`src/rtl/hps_pkg.sv`:
```
package hps_pkg;

  // Window layout for each hart
  localparam int WIN_BASE    = 32'h4000;
  localparam int WIN_SHIFT   = 5;
  localparam logic [4:0] OFF_DELIV  = 5'h00;
  localparam logic [4:0] OFF_FORCE  = 5'h04;
  localparam logic [4:0] OFF_THRESH = 5'h08;
  localparam logic [4:0] OFF_TOP    = 5'h18;
  localparam logic [4:0] OFF_CLAIM  = 5'h1C;

  // Target word fields that the selector decodes
  localparam int TGT_W        = 32;
  localparam int TGT_HART_LSB = 18;
  localparam int TGT_HART_W   = 14;
  localparam int TOP_ID_LSB   = 16;

  typedef struct packed {
    logic wrDeliv;
    logic wrForce;
    logic wrThresh;
    logic rdDeliv;
    logic rdForce;
    logic rdThresh;
    logic rdTop;
    logic rdClaim;
  } selStrobe_t;

endpackage

```
`src/rtl/hps_regctl.sv`:
```
module hps_regctl
  import hps_pkg::*;
#(
  parameter int ADDR_W   = 16,
  parameter int NUM_HART = 4,
  localparam int HSEL_W  = (NUM_HART > 1) ? $clog2(NUM_HART) : 1
) (
  input  logic              clk,
  input  logic              rst,
  input  logic              regWrEn,
  input  logic              regRdEn,
  input  logic [ADDR_W-1:0] regAddr,
  output selStrobe_t        stb,
  output logic [HSEL_W-1:0] hartSel
);

  logic [ADDR_W-1:0] relAddr;
  logic [ADDR_W-1:0] winIdx;
  logic              inWin;
  logic [4:0]        offset;

  assign relAddr = regAddr - ADDR_W'(WIN_BASE);
  assign winIdx  = relAddr >> WIN_SHIFT;
  assign inWin   = (regAddr >= ADDR_W'(WIN_BASE)) && (winIdx < ADDR_W'(NUM_HART))
                   && (regAddr[1:0] == 2'b00);
  assign offset  = relAddr[4:0];
  assign hartSel = winIdx[HSEL_W-1:0];

  always_comb begin
    stb = '0;
    if (inWin && regWrEn) begin
      unique case (offset)
        OFF_DELIV:  stb.wrDeliv  = 1'b1;
        OFF_FORCE:  stb.wrForce  = 1'b1;
        OFF_THRESH: stb.wrThresh = 1'b1;
        default: ;
      endcase
    end else if (inWin && regRdEn) begin
      unique case (offset)
        OFF_DELIV:  stb.rdDeliv  = 1'b1;
        OFF_FORCE:  stb.rdForce  = 1'b1;
        OFF_THRESH: stb.rdThresh = 1'b1;
        OFF_TOP:    stb.rdTop    = 1'b1;
        OFF_CLAIM:  stb.rdClaim  = 1'b1;
        default: ;
      endcase
    end
  end

  assert_one_strobe_R11: assert property (@(posedge clk) disable iff (rst)
    $onehot0(stb));

  assert_strobe_in_window_R11: assert property (@(posedge clk) disable iff (rst)
    (stb != '0) |-> ((regRdEn || regWrEn) && regAddr[1:0] == 2'b00));

endmodule

```
`src/rtl/hps_tree.sv`:
```
module hps_tree
  import hps_pkg::*;
#(
  parameter int NUM_SRC = 32,
  parameter int PRIO_W  = 3,
  parameter int HART_ID = 0,
  localparam int ID_W   = $clog2(NUM_SRC),
  localparam int LEAVES = 1 << ID_W,
  localparam int NODES  = 2 * LEAVES - 1
) (
  input  logic                     clk,
  input  logic                     rst,
  input  logic [NUM_SRC-1:0]       srcPending,
  input  logic [NUM_SRC-1:0]       srcEnable,
  input  logic [NUM_SRC*TGT_W-1:0] srcTarget,
  input  logic [PRIO_W-1:0]        thresh,
  output logic                     bestValid,
  output logic [ID_W-1:0]          bestId,
  output logic [PRIO_W-1:0]        bestPrio
);

  logic              nodeValid [NODES];
  logic [ID_W-1:0]   nodeId    [NODES];
  logic [PRIO_W-1:0] nodePrio  [NODES];

  // Leaves: one per source slot, padded slots never valid
  for (genvar s = 0; s < LEAVES; s++) begin : g_leaf
    if (s < NUM_SRC && s != 0) begin : g_real
      logic [TGT_W-1:0]  word;
      logic [PRIO_W-1:0] rawPrio;
      logic [PRIO_W-1:0] effPrio;
      logic              hartHit;
      logic              belowThr;
      assign word     = srcTarget[s*TGT_W +: TGT_W];
      assign rawPrio  = word[PRIO_W-1:0];
      assign effPrio  = (rawPrio == '0) ? PRIO_W'(1) : rawPrio;
      assign hartHit  = word[TGT_HART_LSB +: TGT_HART_W] == TGT_HART_W'(HART_ID);
      assign belowThr = (thresh == '0) || (effPrio < thresh);
      assign nodeValid[LEAVES-1+s] = srcPending[s] && srcEnable[s] && hartHit && belowThr;
      assign nodeId[LEAVES-1+s]    = ID_W'(s);
      assign nodePrio[LEAVES-1+s]  = effPrio;
    end else begin : g_pad
      assign nodeValid[LEAVES-1+s] = 1'b0;
      assign nodeId[LEAVES-1+s]    = ID_W'(s);
      assign nodePrio[LEAVES-1+s]  = '0;
    end
  end

  // Internal nodes: left child holds lower numbers, so it wins ties
  for (genvar n = 0; n < LEAVES - 1; n++) begin : g_node
    logic pickLeft;
    assign pickLeft = nodeValid[2*n+1] &&
                      (!nodeValid[2*n+2] || (nodePrio[2*n+1] <= nodePrio[2*n+2]));
    assign nodeValid[n] = nodeValid[2*n+1] || nodeValid[2*n+2];
    assign nodeId[n]    = pickLeft ? nodeId[2*n+1]   : nodeId[2*n+2];
    assign nodePrio[n]  = pickLeft ? nodePrio[2*n+1] : nodePrio[2*n+2];
  end

  assign bestValid = nodeValid[0];
  assign bestId    = nodeId[0];
  assign bestPrio  = nodePrio[0];

  logic unusedSrc0;
  assign unusedSrc0 = srcPending[0] ^ srcEnable[0] ^ (^srcTarget);

  assert_winner_eligible_R2: assert property (@(posedge clk) disable iff (rst)
    bestValid |-> (bestId != '0 && srcPending[bestId] && srcEnable[bestId] &&
                   srcTarget[32'(bestId)*TGT_W + TGT_HART_LSB +: TGT_HART_W]
                     == TGT_HART_W'(HART_ID)));

  assert_below_threshold_R4: assert property (@(posedge clk) disable iff (rst)
    (bestValid && thresh != '0) |-> (bestPrio < thresh));

  assert_prio_nonzero_R6: assert property (@(posedge clk) disable iff (rst)
    bestValid |-> (bestPrio != '0));

endmodule

```
`src/rtl/hps_datapath.sv`:
```
module hps_datapath
  import hps_pkg::*;
#(
  parameter int NUM_SRC  = 32,
  parameter int NUM_HART = 4,
  parameter int PRIO_W   = 3,
  localparam int ID_W    = $clog2(NUM_SRC),
  localparam int HSEL_W  = (NUM_HART > 1) ? $clog2(NUM_HART) : 1
) (
  input  logic                     clk,
  input  logic                     rst,
  input  logic                     domainIe,
  input  logic [NUM_SRC-1:0]       srcPending,
  input  logic [NUM_SRC-1:0]       srcEnable,
  input  logic [NUM_SRC*TGT_W-1:0] srcTarget,
  input  logic [NUM_SRC-1:0]       srcLevelHigh,
  input  logic [NUM_SRC-1:0]       srcLevelLow,
  input  logic [NUM_SRC-1:0]       srcLine,
  input  selStrobe_t               stb,
  input  logic [HSEL_W-1:0]        hartSel,
  input  logic [31:0]              regWrData,
  output logic [31:0]              regRdData,
  output logic [NUM_HART-1:0]      hartIrq,
  output logic                     clrValid,
  output logic [ID_W-1:0]          clrId,
  output logic                     clrRepend
);

  logic [NUM_HART-1:0] delivQ;
  logic [NUM_HART-1:0] forceQ;
  logic [PRIO_W-1:0]   threshQ  [NUM_HART];
  logic [NUM_HART-1:0] candValid;
  logic [ID_W-1:0]     candId   [NUM_HART];
  logic [PRIO_W-1:0]   candPrio [NUM_HART];
  logic [31:0]         topWord  [NUM_HART];

  for (genvar h = 0; h < NUM_HART; h++) begin : g_hart
    hps_tree #(
      .NUM_SRC(NUM_SRC),
      .PRIO_W (PRIO_W),
      .HART_ID(h)
    ) i_tree (
      .clk       (clk),
      .rst       (rst),
      .srcPending(srcPending),
      .srcEnable (srcEnable),
      .srcTarget (srcTarget),
      .thresh    (threshQ[h]),
      .bestValid (candValid[h]),
      .bestId    (candId[h]),
      .bestPrio  (candPrio[h])
    );

    always_comb begin
      topWord[h] = '0;
      if (candValid[h]) begin
        topWord[h][TOP_ID_LSB +: ID_W] = candId[h];
        topWord[h][PRIO_W-1:0]         = candPrio[h];
      end
    end

    always_ff @(posedge clk) begin
      if (rst) begin
        delivQ[h]  <= 1'b0;
        forceQ[h]  <= 1'b0;
        threshQ[h] <= '0;
        hartIrq[h] <= 1'b0;
      end else begin
        if (stb.wrDeliv && hartSel == HSEL_W'(h)) delivQ[h] <= regWrData[0];
        if (stb.wrForce && hartSel == HSEL_W'(h)) begin
          forceQ[h] <= regWrData[0];
        end else if (stb.rdClaim && hartSel == HSEL_W'(h) && !candValid[h]) begin
          forceQ[h] <= 1'b0;
        end
        if (stb.wrThresh && hartSel == HSEL_W'(h)) threshQ[h] <= regWrData[PRIO_W-1:0];
        hartIrq[h] <= domainIe && delivQ[h] && (forceQ[h] || candValid[h]);
      end
    end
  end

  // Read multiplexer
  logic [31:0]     rdNext;
  logic [ID_W-1:0] selId;
  logic            selValid;
  assign selId    = candId[hartSel];
  assign selValid = candValid[hartSel];

  always_comb begin
    rdNext = '0;
    if (stb.rdDeliv)  rdNext[0] = delivQ[hartSel];
    if (stb.rdForce)  rdNext[0] = forceQ[hartSel];
    if (stb.rdThresh) rdNext[PRIO_W-1:0] = threshQ[hartSel];
    if (stb.rdTop || stb.rdClaim) rdNext = topWord[hartSel];
  end

  always_ff @(posedge clk) begin
    if (rst) begin
      regRdData <= '0;
      clrValid  <= 1'b0;
      clrId     <= '0;
      clrRepend <= 1'b0;
    end else begin
      regRdData <= rdNext;
      clrValid  <= stb.rdClaim && selValid;
      clrId     <= (stb.rdClaim && selValid) ? selId : '0;
      clrRepend <= stb.rdClaim && selValid &&
                   ((srcLevelHigh[selId] && srcLine[selId]) ||
                    (srcLevelLow[selId] && !srcLine[selId]));
    end
  end

  logic unusedWrData;
  assign unusedWrData = ^regWrData;

  for (genvar h = 0; h < NUM_HART; h++) begin : g_chk
    assert_irq_needs_enable_R7: assert property (@(posedge clk) disable iff (rst)
      hartIrq[h] |-> $past(domainIe && delivQ[h]));
  end

  assert_clr_after_claim_R8: assert property (@(posedge clk) disable iff (rst)
    clrValid |-> ($past(stb.rdClaim) && clrId != '0));

  assert_empty_claim_clears_force_R10: assert property (@(posedge clk) disable iff (rst)
    (stb.rdClaim && !selValid) |=> (forceQ[$past(hartSel)] == 1'b0 && !clrValid));

endmodule

```
`src/rtl/hart_prio_sel.sv`:
```
module hart_prio_sel
  import hps_pkg::*;
#(
  parameter int NUM_SRC  = 32,
  parameter int NUM_HART = 4,
  parameter int PRIO_W   = 3,
  parameter int ADDR_W   = 16,
  localparam int ID_W    = $clog2(NUM_SRC),
  localparam int HSEL_W  = (NUM_HART > 1) ? $clog2(NUM_HART) : 1
) (
  input  logic                     clk,
  input  logic                     rst,
  input  logic                     domainIe,
  input  logic [NUM_SRC-1:0]       srcPending,
  input  logic [NUM_SRC-1:0]       srcEnable,
  input  logic [NUM_SRC*32-1:0]    srcTarget,
  input  logic [NUM_SRC-1:0]       srcLevelHigh,
  input  logic [NUM_SRC-1:0]       srcLevelLow,
  input  logic [NUM_SRC-1:0]       srcLine,
  input  logic                     regWrEn,
  input  logic                     regRdEn,
  input  logic [ADDR_W-1:0]        regAddr,
  input  logic [31:0]              regWrData,
  output logic [31:0]              regRdData,
  output logic [NUM_HART-1:0]      hartIrq,
  output logic                     clrValid,
  output logic [ID_W-1:0]          clrId,
  output logic                     clrRepend
);

  selStrobe_t        stb;
  logic [HSEL_W-1:0] hartSel;

  hps_regctl #(
    .ADDR_W  (ADDR_W),
    .NUM_HART(NUM_HART)
  ) i_regctl (
    .clk    (clk),
    .rst    (rst),
    .regWrEn(regWrEn),
    .regRdEn(regRdEn),
    .regAddr(regAddr),
    .stb    (stb),
    .hartSel(hartSel)
  );

  hps_datapath #(
    .NUM_SRC (NUM_SRC),
    .NUM_HART(NUM_HART),
    .PRIO_W  (PRIO_W)
  ) i_datapath (
    .clk         (clk),
    .rst         (rst),
    .domainIe    (domainIe),
    .srcPending  (srcPending),
    .srcEnable   (srcEnable),
    .srcTarget   (srcTarget),
    .srcLevelHigh(srcLevelHigh),
    .srcLevelLow (srcLevelLow),
    .srcLine     (srcLine),
    .stb         (stb),
    .hartSel     (hartSel),
    .regWrData   (regWrData),
    .regRdData   (regRdData),
    .hartIrq     (hartIrq),
    .clrValid    (clrValid),
    .clrId       (clrId),
    .clrRepend   (clrRepend)
  );

endmodule

```
`config.mk`:
```
export PLATFORM = sky130hd
export DESIGN_NAME = hart_prio_sel
export DESIGN_NICKNAME = d
export VERILOG_FILES = /design/src/rtl/hps_pkg.sv /design/src/rtl/hps_regctl.sv /design/src/rtl/hps_tree.sv /design/src/rtl/hps_datapath.sv /design/src/rtl/hart_prio_sel.sv
export SDC_FILE = /design/constraint.sdc
export NUM_CORES = 2
export LEC_CHECK = 0
export ABC_AREA = 0
export BUFFER_PORTS_ARGS = -buffer_cell sky130_fd_sc_hd__buf_2
export CORE_AREA = 3 3 496 498
export CTS_CLUSTER_SIZE = 10
export DETAILED_ROUTE_END_ITERATION = 12
export DIE_AREA = 0 0 499 501
export PLACE_DENSITY = 0.38
export SLEW_MARGIN = 20
export SYNTH_ARGS = -nofsm -noshare
export SYNTH_HDL_FRONTEND = slang
export SYNTH_SLANG_ARGS = --single-unit
```
`constraint.sdc`:
```
create_clock -name clk -period 16.2 [get_ports clk]
set_input_delay 3.24 -clock clk [delete_from_list [all_inputs] [get_ports clk]]
set_output_delay 3.24 -clock clk [all_outputs]
set_load 0.01 [all_outputs]
```
==> results.md <==
* Min-Delay Path Class: reg2reg
* Max cap viols at 0
* Most frequent cells in the layout: buf_2 (727), ha_1 (473), nor2_1 (408)
* WL met2 at 82100 µm
* Post-CTS Setup Bufs at 0
* Relative slew margins at 20.2%
* Post-Syn Instances at 3781
* Cell Int Power at 455 µW
* Synthesized area at 26500 µm²
* Placed insts at 7781
* Vias at 34500
* Clk buf depth at 2
* Drt first pass iters at 6
* Placer Congestion at 0.916
* Core Area at 243000 µm²
* Grt ovf at 0
* Port Buffers at 727
* Die span in y at 501 µm
* Remaining DRCs at 0
* Die ar. at 250000 µm²
* Pre-CTS WS at 1.01 ns
* Top cell type's share of synthesized area at 22.3%
* Logic pwr share at 76.3%
* Final hold vios at 0
* DRT Wirelength at 181000 µm
* Clock Skew at 0.0142 ns
* Setup crit start kind: input pin
* Register bit count reported by yosys at 39
* Area of the multi-input gates at 24200 µm²
* CTS Buf Count at 5
* M1 WL at 82100 µm
* Switching part of the total power at 53.2%
* Initial Utilization at 10.9%
* # nets final at 6296
* DR WL/cell at 23.2 µm
* Leak Pwr at 0.0151 µW
* DR vias/cell at 4.42
* Reg power frac at 10.7%
* IO Pins at 1280
* CP top delay family: compound AO/OA/AOI/OAI gates
* Area leader, netlist: ha_1
* Status: finished clean
* Clock Power Share at 13.0%
* Post-synth EDFFs at 12
* Detail Route Antenna Nets at 0
* Met3 WL at 11500 µm
* Worst Max-Slew Pin Slew at 1.19 ns
* Share of layout cells above drive strength 1 at 23.5%
* Synth async-reset ratio at 0%
* Crit path top cell by count: o21ai_0
* Top cells by area, synth: ha_1 (22%), o21ai_0 (7.6%), mux2i_1 (5.8%)
* Clk root buf: clkbuf_16
* WP buf/inv at 10
* Fin Setup TNS at 0 ns
* Final setup vio count at 0
* Worst Path Arrival at 15.44 ns
* Vias in the first global route at 32200
* Area delta synth->final at 33.2%
* Switch Pwr at 517 µW
* DPL Wire Length at 157000 µm
* Pin count of the biggest net entering global routing at 32
* CTS tree: built
* Tmin final at 15.17 ns
* Top layer in use: met5
* Sequential Area at 901 µm²
* YS warnings at 0
* Clk sinks at 39
* Hold Buf Count CTS at 0
* Top FF cell, synth: dfxtp_1
* CP Data Required Time at 16.47 ns
* Crit. End Element: flip-flop
* Syn Area/Cell at 7.00 µm²
* Final worst-path cycle share at 93.7%
* Peak Freq at 0.0659 GHz
* Pins Over Slew Limit at 0
* FP Rows at 181
* Total global routing track utilization at 13.7%
* Finished Layout Cells at 7819
* H-tree depth at 2
* Initial antenna violation count at 102
* Cell area power density at 27.6 nW/µm²
* Width of the die at 499 µm
* Peak VDD IR at 0.0000337 V
* Crit Path Max Fanout at 11
* Seq/Total Area, Yosys at 3.40%
* RSZ-0062 raised after global routing: false
* Clk_lat worst skew at 0.32 ns
* Crit path max-delay cell type: a221oi_1
* Synth unique cells at 112
* Filler cells at 27900
* Reg clk slew, reported paths at 0.07 ns
* Critical Setup Path Class: in2reg
* CTS resizes at 0
* First-pass GRT wire length at 246000 µm
* Final setup margin at 1.03 ns
* Commonest non-fill, non-tap cell in the layout: buf_2
* Starting DRT DRC Count at 2659
* CP peak stage delay at 0.64 ns
==> per-stage QoR <==
stage / util [%] / power [µW] / cell area [µm²] / hold slack [ns]
2_1_floorplan: - / 510 / 26600 / 0.418
3_3_place_gp: 14.4 / 829 / 35000 / 0.469
3_5_place_dp: 14.4 / 843 / 35000 / 0.480
4_1_cts: 14.5 / 979 / 35200 / 0.492
5_1_grt: 14.5 / 1070 / 35200 / 0.518
6_report: 14.5 / 972 / 35300 / 0.493
==> cell families (layout without fill, tap and decap cells) <==
| group | Yosys count | count (layout) | synth area share [%] |
|---|---|---|---|
| adder cells (fa/ha/maj) | 473 | 473 | 22.3 |
| AND/OR/NAND/NOR | 1369 | 1369 | 27.1 |
| other | 1 | 54 | 0.0142 |
| multiplexers | 209 | 209 | 8.41 |
| flip-flops | 39 | 39 | 3.40 |
| AO/OA/AOI/OAI | 1310 | 1310 | 32.8 |
| buffers and inverters | 380 | 1163 | 5.88 |
==> tightest hold or removal path, cell delays in order, from the launching register on <==
cell and delay (ns):
dfxtp_1 0.32, o21ai_0 0.07, a21oi_1 0.06
==> Yosys cell counts, types with 49 or more instances <==
master    number
nand4_1       79
nor4_1        94
a21o_1        56
o21ai_0      402
nor3_1       109
nor2_1       408
ha_1         473
a21oi_1      283
clkbuf_1      72
mux2_2        49
nor2b_1       62
nand3_1      100
mux2i_1      154
inv_1        253
nand2_1      206
==> layout make-up <==
type                            instances  share of cell area, %
Antenna cell                           30                  0.213
Tap cell                             3202                   11.4
Clock buffer                            5                  0.355
Inverter                              258                   2.75
Multi-Input combinational cell       3385                   68.6
Timing Repair Buffer                  897                   14.0
Sequential cell                        39                   2.55
Clock inverter                          3                  0.131
==> flip-flops by register name, summed over array words and instances (netlist names) <==
| name | cells |
|---|---|
| i_datapath.clrValid | 1 |
| i_datapath.threshQ | 12 |
| i_datapath.clrId | 5 |
| i_datapath.clrRepend | 1 |
| i_datapath.regRdData | 8 |
| i_datapath.delivQ | 4 |
| i_datapath.forceQ | 4 |
| i_datapath.hartIrq | 4 |
==> power by group through the flow <==
stage | sequential [µW] | clock, µW | combinational [µW]
2_1_floorplan | 105 | 0 | 405
3_3_place_gp | 107 | 0 | 722
3_5_place_dp | 107 | 0 | 737
4_1_cts | 104 | 135 | 740
5_1_grt | 104 | 137 | 826
6_report | 104 | 126 | 741
==> path summary, 6_finish.rpt <==
kind | start | to | slack [ns] | cells after the start
worst max register to register | i_datapath.threshQ[3][1]$_SDFFCE_PN0P_ | i_datapath.clrRepend$_SDFF_PP0_ | 3.34 | 47
worst min register to register | i_datapath.delivQ[0]$_SDFFE_PP0P_ | i_datapath.delivQ[0]$_SDFFE_PP0P_ | 0.49 | 2
worst min-delay path | i_datapath.delivQ[0]$_SDFFE_PP0P_ | i_datapath.delivQ[0]$_SDFFE_PP0P_ | 0.49 | 2
worst max-delay path | srcTarget[609] | i_datapath.clrRepend$_SDFF_PP0_ | 1.03 | 53
==> per-layer routing <==
| metal | global-route usage, % | vias up |
|---|---|---|
| met5 | 0 | - |
| met2 | 22.9 | 1544 |
| met4 | 3.38 | 50 |
| met1 | 18.2 | 16400 |
| met3 | 2.26 | 288 |
| li1 | - | 16200 |
Note: power is estimated with default switching activity, not from simulation.
